File: src/rtl/l2_resp_pkg.sv
package l2_resp_pkg;
  localparam int unsigned N_CLASS = 4;
  localparam int unsigned CLS_W   = $clog2(N_CLASS);

  typedef enum logic [CLS_W-1:0] {
    OP_NORMAL  = 2'b00,
    OP_L1_CPBK = 2'b01,
    OP_L2_CAST = 2'b10,
    OP_SNOOP   = 2'b11
  } op_class_e;

  typedef struct packed {
    op_class_e  cls;
    logic       burst;
    logic       write;
    logic       sys_mem;
    logic       hit;
    logic       dirty;
    logic       wt;
    logic       ci;
    logic       gbl;
    logic       artry;
  } op_t;

  typedef struct packed {
    logic ignore;
    logic supply;
    logic update;
    logic inval;
    logic castout;
  } resp_t;
endpackage

File: src/rtl/l2_op_qualify.sv
module l2_op_qualify
  import l2_resp_pkg::*;
(
  input  logic               valid_i,
  input  op_t                op_i,
  input  logic               snoop_dis_i,
  output logic               ignore_o,
  output logic               act_o,
  output logic [N_CLASS-1:0] cls_oh_o
);
  logic snoop_off;

  assign snoop_off = (op_i.cls == OP_SNOOP) && snoop_dis_i;
  assign ignore_o  = valid_i && (!op_i.sys_mem || snoop_off);
  // retried operations are accepted but take no action
  assign act_o     = valid_i && !ignore_o && !op_i.artry;

  for (genvar c = 0; c < N_CLASS; c++) begin : g_cls
    assign cls_oh_o[c] = (op_i.cls == op_class_e'(c));
  end
endmodule

File: src/rtl/l2_supply_rules.sv
module l2_supply_rules
  import l2_resp_pkg::*;
(
  input  logic               act_i,
  input  logic [N_CLASS-1:0] cls_oh_i,
  input  op_t                op_i,
  output logic               supply_o,
  output logic               inval_o
);
  logic norm_rd_hit, cast_op, snp, snp_rd_hit, snp_wr_hit;

  assign norm_rd_hit = cls_oh_i[OP_NORMAL] && !op_i.write && op_i.hit;
  assign cast_op     = cls_oh_i[OP_L2_CAST];
  assign snp         = cls_oh_i[OP_SNOOP] && op_i.gbl;
  assign snp_rd_hit  = snp && !op_i.write && op_i.hit;
  assign snp_wr_hit  = snp && op_i.write && op_i.hit;

  assign supply_o = act_i && (norm_rd_hit || cast_op || snp_rd_hit ||
                              (snp_wr_hit && op_i.dirty));
  assign inval_o  = act_i && snp_wr_hit;
endmodule

File: src/rtl/l2_update_rules.sv
module l2_update_rules
  import l2_resp_pkg::*;
(
  input  logic               act_i,
  input  logic [N_CLASS-1:0] cls_oh_i,
  input  op_t                op_i,
  input  logic               part_upd_i,
  output logic               update_o,
  output logic               castout_o
);
  logic norm, rd_alloc, bw_upd, sw_upd, cpbk_upd, allow;

  assign allow    = act_i && !op_i.ci;
  assign norm     = cls_oh_i[OP_NORMAL];
  assign rd_alloc = norm && !op_i.write && op_i.burst && !op_i.hit;
  // write-through burst misses do not allocate
  assign bw_upd   = norm && op_i.write && op_i.burst && (op_i.hit || !op_i.wt);
  assign sw_upd   = norm && op_i.write && !op_i.burst && op_i.hit && part_upd_i;
  assign cpbk_upd = cls_oh_i[OP_L1_CPBK];

  assign update_o  = allow && (rd_alloc || bw_upd || sw_upd || cpbk_upd);
  assign castout_o = allow && rd_alloc && op_i.dirty;
endmodule

File: src/rtl/l2_bus_resp.sv
module l2_bus_resp
  import l2_resp_pkg::*;
(
  input  logic             clk_i,
  input  logic             rst_ni,
  input  logic             op_valid_i,
  input  logic [CLS_W-1:0] op_class_i,
  input  logic             burst_i,
  input  logic             write_i,
  input  logic             sys_mem_i,
  input  logic             hit_i,
  input  logic             dirty_i,
  input  logic             wt_i,
  input  logic             ci_i,
  input  logic             gbl_i,
  input  logic             artry_i,
  input  logic             snoop_dis_i,
  input  logic             part_upd_i,
  output logic             resp_valid_o,
  output logic             ignore_o,
  output logic             supply_o,
  output logic             update_o,
  output logic             inval_o,
  output logic             castout_o
);
  op_t                op;
  resp_t              nxt, q;
  logic               act;
  logic [N_CLASS-1:0] cls_oh;
  logic               vld_q;

  assign op = '{cls: op_class_e'(op_class_i), burst: burst_i, write: write_i,
                sys_mem: sys_mem_i, hit: hit_i, dirty: dirty_i, wt: wt_i,
                ci: ci_i, gbl: gbl_i, artry: artry_i};

  l2_op_qualify i_qual (
    .valid_i     (op_valid_i),
    .op_i        (op),
    .snoop_dis_i (snoop_dis_i),
    .ignore_o    (nxt.ignore),
    .act_o       (act),
    .cls_oh_o    (cls_oh)
  );

  l2_supply_rules i_sup (
    .act_i    (act),
    .cls_oh_i (cls_oh),
    .op_i     (op),
    .supply_o (nxt.supply),
    .inval_o  (nxt.inval)
  );

  l2_update_rules i_upd (
    .act_i      (act),
    .cls_oh_i   (cls_oh),
    .op_i       (op),
    .part_upd_i (part_upd_i),
    .update_o   (nxt.update),
    .castout_o  (nxt.castout)
  );

  always_ff @(posedge clk_i or negedge rst_ni) begin
    if (!rst_ni) begin
      vld_q <= 1'b0;
      q     <= '0;
    end else begin
      vld_q <= op_valid_i;
      q     <= nxt;
    end
  end

  assign resp_valid_o = vld_q;
  assign ignore_o     = q.ignore;
  assign supply_o     = q.supply;
  assign update_o     = q.update;
  assign inval_o      = q.inval;
  assign castout_o    = q.castout;
endmodule

File: config.mk
export PLATFORM = sky130hd
export DESIGN_NAME = l2_bus_resp
export DESIGN_NICKNAME = d
export VERILOG_FILES = /design/src/rtl/l2_resp_pkg.sv /design/src/rtl/l2_op_qualify.sv /design/src/rtl/l2_supply_rules.sv /design/src/rtl/l2_update_rules.sv /design/src/rtl/l2_bus_resp.sv
export SDC_FILE = /design/constraint.sdc
export NUM_CORES = 1
export LEC_CHECK = 0
export BUFFER_PORTS_ARGS = -buffer_cell sky130_fd_sc_hd__clkbuf_2
export CORE_AREA = 5 5 42 44
export CTS_CLUSTER_DIAMETER = 80
export DETAILED_ROUTE_END_ITERATION = 8
export DIE_AREA = 0 0 47 49
export GPL_TIMING_DRIVEN = 0
export PLACE_DENSITY = 0.51
export SLEW_MARGIN = 10
export SYNTH_ARGS = -nofsm -noshare
export SYNTH_HDL_FRONTEND = slang
export SYNTH_SLANG_ARGS = --single-unit
File: constraint.sdc
create_clock -name clk_i -period 0.8 [get_ports clk_i]
set_input_delay 0.08 -clock clk_i [delete_from_list [all_inputs] [get_ports clk_i]]
set_output_delay 0.08 -clock clk_i [all_outputs]
set_load 0.03 [all_outputs]
# Word-level counts from Yosys, hierarchy flattened
# Cells that the tools add are included.
[word_totals]
wordCells = 52
ram_bits = 0
memories = 0
mem_bits_ro = 0
latch_bits = 0
input_bits = 16
output_inout_bits = 6
register_bits = 6
[op_classes]
n_bitwise = 0
div = 0
n_shift = 0
mul = 0
n_mux = 0
n_lt_le_gt_ge = 0
addsub = 0
eq_ne = 3
reduce_logical = 43
[ops]
columns = ["operator", "count"]
rows = [
  ["logical AND 1 bit", 26],
  ["logical NOT 1 bit", 8],
  ["logical OR 1 bit", 8],
  ["== test 2 bit, second input constant", 2],
  ["== test 2 x 1 -> 1 bit, second input constant", 1],
  ["logical NOT 2 bit", 1],
]

# Logic depth before layout (Yosys ltp)
# Gate-level depths: netlist (run 1).
[logic_depth]
ltp_word = 10
mapped_depth = 3
ltp_nobuf = 3

# Hierarchy
# A second synthesis (run 1) with hierarchy kept.
[unflattened]
hier_cells = 29
hier_area_um2 = 306.5
[by_module_without_submodules]
columns = ["module", "seq_area_each_um2", "instances", "area_each_um2", "cells_per_inst"]
rows = [
  ["l2_bus_resp", 150.1, 1, 150.1, 6],
  ["l2_update_rules", 0.0, 1, 62.6, 9],
  ["l2_op_qualify", 0.0, 1, 51.3, 7],
  ["l2_supply_rules", 0.0, 1, 42.5, 7],
]

# Worst setup path before layout (run 1)
# Ideal clock, no wire load.
[synth_timing]
path_kind = "input port to flip-flop"
startpoint = "in wt_i"
endpoint = "reg q, in the netlist update_o"
setup_time_ps = 87
path_buffers = 0
arrival_time_ps = 644
required_ps = 713
slack_ps = 69
path_stages = 3
cell_sequence = "nand2b_1 -> a211o_1 -> a211oi_2"
[synth_via]
elab_chain_len = 7
[synth_lines]
columns = ["item", "line", "text"]
rows = [
  ["start: declaration", "l2_bus_resp.sv:13", "input logic wt_i,"],
  ["logical NOT 1 bit", "l2_update_rules.sv:17", "assign bw_upd = norm && op_i.write && op_i.burst && (op_i.hit || !op_i.wt);"],
  ["logical OR 1 bit", "l2_update_rules.sv:17", ""],
  ["logical AND 1 bit", "l2_update_rules.sv:17", ""],
  ["logical OR 1 bit (3 in series)", "l2_update_rules.sv:21", "assign update_o = allow && (rd_alloc || bw_upd || sw_upd || cpbk_upd);"],
  ["logical AND 1 bit", "l2_update_rules.sv:21", ""],
  ["via i_upd.update_o", "l2_update_rules.sv:8", "output logic update_o,"],
  ["end signal: assignment", "l2_bus_resp.sv:68", "q <= nxt;"],
  ["end: declaration", "l2_bus_resp.sv:27", "resp_t nxt, q;"],
]
# The timed path passes the listed nets, and every way through them passes these cells.

# Worst setup path after layout (run 1)
[layout_timing]
startpoint = "reg vld_q (netlist: resp_valid_o)"
endpoint = "out resp_valid_o"
[layout_rtl]
columns = ["item", "line", "text"]
rows = [
  ["start: declaration", "l2_bus_resp.sv:30", "logic vld_q;"],
  ["start signal: assignment", "l2_bus_resp.sv:67", "vld_q <= op_valid_i;"],
  ["end: declaration", "l2_bus_resp.sv:19", "output logic resp_valid_o,"],
]
# No word-level cell between the ends.

==> impl_results.md, run 1 <==
- Status: finished with violations
- Violated checks: negative setup slack
- P_int: 0.551 mW
- Share of cells above drive strength 1: 51.0%
- Sw Share: 22.9%
- RSZ-0062 raised after global routing: yes
- Total power: 0.715 mW
- Library cells used by synthesis: 16
- Largest net degree at the start of global routing: 7
- Post-Syn Instances: 25
- Post-Syn Area per Cell: 11.3 um2
- Slowest-stage cell, CP: dfrtp_1
- Sequential area share after synthesis: ~53%
- Die footprint: approximately 2300 um2
- Detailed Route WL: 726 um
- Final Hold Viols: 0
- Final std cells w/o fill: 67
- DRT iter0 DRCs: 1
- Core area: 1400 um2
- CP top delay family: flip-flops
- CP bufs+invs: 1
- Via density: 4.43
- Post-DP Area: 408 um2
- Chip width: 47 um
- Hold WC Path Type: in2reg
- Number of buffers created by CTS: 3
- Fin Hold WS: 0.0309 ns
- Final Wtd Congestion: 0.715
- Final period utilization: 105%
- YS warnings: 0
- Rel. slew slack: a little over four fifths
- Seq pwr share: 44.4%
- Overflow after GRT: 0
- CP peak stage delay: 0.38 ns
- Synth Register Bits: 6
- Die height: just under 50 um
- Vias in the first global route: between 300 and 400
- WP data required: 0.72 ns
- Max_cap viols: 0
- Slew @ Worst Pin: around 0.25 ns
- Clk pin slew, worst setup/hold paths: 0.04 ns
- Max Root-Sink Buffers: 2
- # fillers: 155
- Io pins: 22
- Leakage: 0.245 nW
- Peak supply drop: roughly 0.00039 V
- P per Cell Area: 1400 nW/um2
- Worst slack at placement: -0.131 ns
- P_sw: 0.164 mW
- Root buffer cell: clkbuf_4
- GR Util All Layers: 7.59%
- CTS tree: done
- CP Data Arrival Time: 0.76 ns
- CP endpoint kind: output port
- Fin Setup TNS: -0.201 ns
- Clock power frac: about 37%
- Top cells by area, synth: dfrtp_1 53%, nor4b_2 5.3%, a211oi_2 4.4%
- Fmax: 1190 MHz
- Final instance area: between 500 and 600 um2
- Finished Core Util: 36.4%
- Setup CP Type: reg2out
- Num rows: 14
- Synth top area share: between 50% and 60%
- Net count after synthesis: 41
- First-pass GRT wire length: 1250 um
- Slew Viols, Final: 0
- Crit path launch type: flop
- DR pass1 iterations: 3
- Final min period: 0.840 ns
- Port Buf Inserts: 21
- Hold path depth: 2
- Logic gate share of total power: around a fifth
- Via count: 297
- Post-synthesis cell area: 283 um2
- Starting Density: 20.2%
- DR WL/cell: 10.8 um
- Area grow syn2layout: 80.5%
- Crit path depth: 1
- CP Cell Sequence: buf_8
- Count of clock tree sinks: 6
- Final ANT Viol Nets: 0
- DRC viols: 0
- CP max FO: 1
- H-tree levels: 1
- Post-DP HPWL: 661 um
- N_diodes: 0
- Final setup viols: 6
- Initial antenna violation count: 0
- Yosys top cell by area: dfrtp_1
- Layout Nets: between 60 and 70
- Dpl cells: 62
- Worst setup margin: -0.0400 ns
==> placed cells by master, fill, tap and decap left out <==
cell	instances
a211oi_2	1
a21boi_0	1
a21oi_1	2
dfrtp_1	6
clkbuf_4	3
buf_8	6
nand4_1	1
dlygate4sd3_1	2
a211o_1	1
nor4b_2	1
o21ai_1	1
nand2b_1	2
o2111ai_1	1
a21o_1	1
nand4b_1	1
nand3_1	1
inv_1	2
nor3_1	2
clkbuf_2	15
nand3b_1	1
==> final cells by class <==
cell class                      count  area, um2  share of cell area [%]
Sequential cell                     6        150                    29.4
Multi-Input combinational cell     17        125                    24.5
Inverter                            2       7.51                    1.47
Clock buffer                        3       22.5                    4.41
Timing Repair Buffer               23        185                    36.3
Tap cell                           16       20.0                    3.92
==> Yosys cell counts (all sizes together) <==
cell type	instances
nor4b	1
nand2b	2
a21o	1
a21boi	1
a211o	1
o21ai	1
dfrtp	6
nand4	1
nand4b	1
inv	2
nand3b	1
a211oi	1
o2111ai	1
a21oi	2
nor3	2
nand3	1
==> cells by family after synthesis <==
logic type | synth area share [%]
simple gates | 23.0
buf+inv | 2.66
flops | 53.1
compound gates | 21.2
==> final timing paths <==
| kind | start | slack [ns] | endpoint |
|---|---|---|---|
| min | ci_i | 0.03 | update_o$_DFF_PN0_ |
| max | resp_valid_o$_DFF_PN0_ | -0.04 | resp_valid_o |
| min in group asynchronous | rst_ni | 0.20 | castout_o$_DFF_PN0_ |
| max in group asynchronous | rst_ni | 0.46 | resp_valid_o$_DFF_PN0_ |
==> registers in the layout, indices dropped and copies added, names as in the netlist <==
name / flops
castout_o: 1
supply_o: 1
resp_valid_o: 1
update_o: 1
ignore_o: 1
inval_o: 1
==> power groups by stage <==
stage | Sequential (mW) | Clock [mW] | Combinational, mW
6_report | 0.318 | 0.262 | 0.135
5_1_grt | 0.319 | 0.284 | 0.150
3_5_place_dp | 0.319 | 0 | 0.114
3_3_place_gp | 0.319 | 0 | 0.115
4_1_cts | 0.316 | 0.278 | 0.134
2_1_floorplan | 0.335 | 0 | 0.0298
==> per-layer routing <==
metal	global-route usage, %	up-vias	wire length (um)
li1	-	148	-
met1	10.8	123	322
met5	0	-	0
met2	9.05	24	262
met4	5.53	0	17
met3	2.58	2	125
==> repair_timing <==
action,CTS,global route
hold buffers,2,0
buffers inserted,0,0
hold endpoints to repair,7,0
setup endpoints to repair,6,6
resized for setup,12,6
Power figures use the tool's default switching activity.
==> inputs of run 2 (changes only) <==
Settings changed: RECOVER_POWER set to 100.
==> run 2 against run 1 <==
Effect of this change:
- the run still ends with negative setup slack left
- sequential power barely moved
- flip-flop and latch count did not move
- total power fell by 0.31%
- combinational power barely moved
- utilization fell by 0.27 points
- routed wire length fell by 0.28%
- clock power barely moved
- global-route usage did not move
- first-iteration DRC count did not move
- die area did not move
- via count did not move
- highest routed layer unchanged
==> impl_results.md, run 2 (synthesized netlist as in run 1, its figures left out) <==
- Status: finished with violations
- Violated checks: negative setup slack
- N_diodes: 0
- CP peak stage delay: 0.38 ns
- CP top delay family: flip-flops
- Vias in the first global route: 316
- Overflow after GRT: 0
- Commonest non-fill, non-tap cell in the layout: clkbuf_2
- CP max FO: 1
- DRT iter0 DRCs: 1
- Port Buf Inserts: 21
- Via density: 4.43
- DR WL/cell: 10.8 um
- Rel. slew slack: approximately four fifths
- GR Util All Layers: 7.59%
- Num rows: 14
- Die footprint: 2300 um2
- P per Cell Area: 1410 nW/um2
- Total power: 0.713 mW
- Final setup viols: 6
- Share of cells above drive strength 1: around 45%
- Post-DP Area: 408 um2
- Worst setup margin: -0.0410 ns
- Max_cap viols: 0
- Worst slack at placement: -0.131 ns
- Setup CP Type: reg2out
- Initial antenna violation count: 0
- Final ANT Viol Nets: 0
- CP Data Arrival Time: 0.76 ns
- Final min period: 0.841 ns
- Max Root-Sink Buffers: 2
- Sw Share: a little under a quarter
- Final Hold Viols: 0
- Die height: 49 um
- Seq pwr share: 44.6%
- CTS tree: done
- CP bufs+invs: 1
- Post-DP HPWL: 661 um
- Core area: 1400 um2
- Final Wtd Congestion: between 0.7 and 0.8
- Clock power frac: a little under two fifths
- Hold Crit Start: ci_i
- Crit path launch type: flop
- Via count: 297
- WP data required: between 0.7 and 0.8 ns
- Number of buffers created by CTS: 3
- Layout Nets: 69
- Fmax: 1190 MHz
- CP Cell Sequence: buf_8
- Count of clock tree sinks: 6
- Highest-count cells in the layout ignoring fill and taps: 12 x clkbuf_2, 6 x dfrtp_1, 6 x buf_8
- Root buffer cell: clkbuf_4
- Final instance area: 507 um2
- Peak supply drop: 0.000387 V
- Chip width: 47 um
- RSZ-0062 raised after global routing: yes
- DR pass1 iterations: 3
- H-tree levels: 1
- CP endpoint kind: output port
- Worst Setup SP: resp_valid_o$_DFF_PN0_
- First-pass GRT wire length: 1250 um
- Hold WC Path Type: in2reg
- Slowest-stage cell, CP: dfrtp_1
- P_int: about 0.55 mW
- Logic gate share of total power: about a fifth
- Area grow syn2layout: 79.2%
- Final period utilization: 105%
- Slew @ Worst Pin: between 0.2 and 0.3 ns
- P_sw: 0.164 mW
- DRC viols: 0
- Leakage: 0.236 nW
- Slew Viols, Final: 0
- Largest net degree at the start of global routing: 7
- # fillers: ~160
- Clk pin slew, worst setup/hold paths: 0.04 ns
- Starting Density: between 20% and 30%
- Detailed Route WL: 724 um
- Io pins: 22
==> run 2: cell type report <==
cell class / instances / area (um2) / share of cell area, %
clock buffer: 3 / 22.5 / 4.44
inverter: 2 / 7.51 / 1.48
multi-input combinational: 17 / 125 / 24.7
sequential: 6 / 150 / 29.6
tap: 16 / 20.0 / 3.95
timing repair buffer: 23 / 181 / 35.8
==> run 2: repair_timing <==
| item | in CTS | in global routing |
|---|---|---|
| hold endpoints to repair | 7 | 0 |
| gates resized for setup | 12 | 6 |
| buffers inserted | 0 | 0 |
| hold buffers | 2 | 0 |
| endpoints found under the setup margin | 6 | 6 |
| gates cloned | 0 | 0 |
==> run 2: final timing paths <==
path / end / slack, ns / cells past startpoint
setup / recovery: resp_valid_o / -0.04 / 1
hold / removal: update_o$_DFF_PN0_ / 0.03 / 2
max in group asynchronous: resp_valid_o$_DFF_PN0_ / 0.34 / 2
min in group asynchronous: castout_o$_DFF_PN0_ / 0.24 / 2
==> run 2: per-stage QoR <==
stage,setup TNS (ns),instances,hold WS (ns),util (%)
finish,-0.202,67,0.0309,36.2
global route,-0.346,67,0.0194,36.2
CTS,-0.291,67,0.0192,35.9
detailed placement,-0.265,62,-0.0910,29.1
global placement,-0.229,62,-0.0903,29.1
floorplan,0,25,-0.216,-
==> run 2: power by group through the flow <==
| stage | Sequential, mW | Combinational (mW) | Clock, mW |
|---|---|---|---|
| 4_1_cts | 0.316 | 0.134 | 0.278 |
| 3_3_place_gp | 0.319 | 0.115 | 0 |
| 2_1_floorplan | 0.335 | 0.0298 | 0 |
| 5_1_grt | 0.319 | 0.147 | 0.284 |
| 6_report | 0.318 | 0.133 | 0.262 |
| 3_5_place_dp | 0.319 | 0.114 | 0 |
==> run 2: routing by layer <==
metal | part of all wire [%] | track usage (%) | up-vias
met1 | 44 | 10.8 | 123
li1 | - | - | 148
met5 | 0 | 0 | -
met3 | 17 | 2.58 | 2
met4 | 2.3 | 5.53 | 0
met2 | 36 | 9.05 | 24
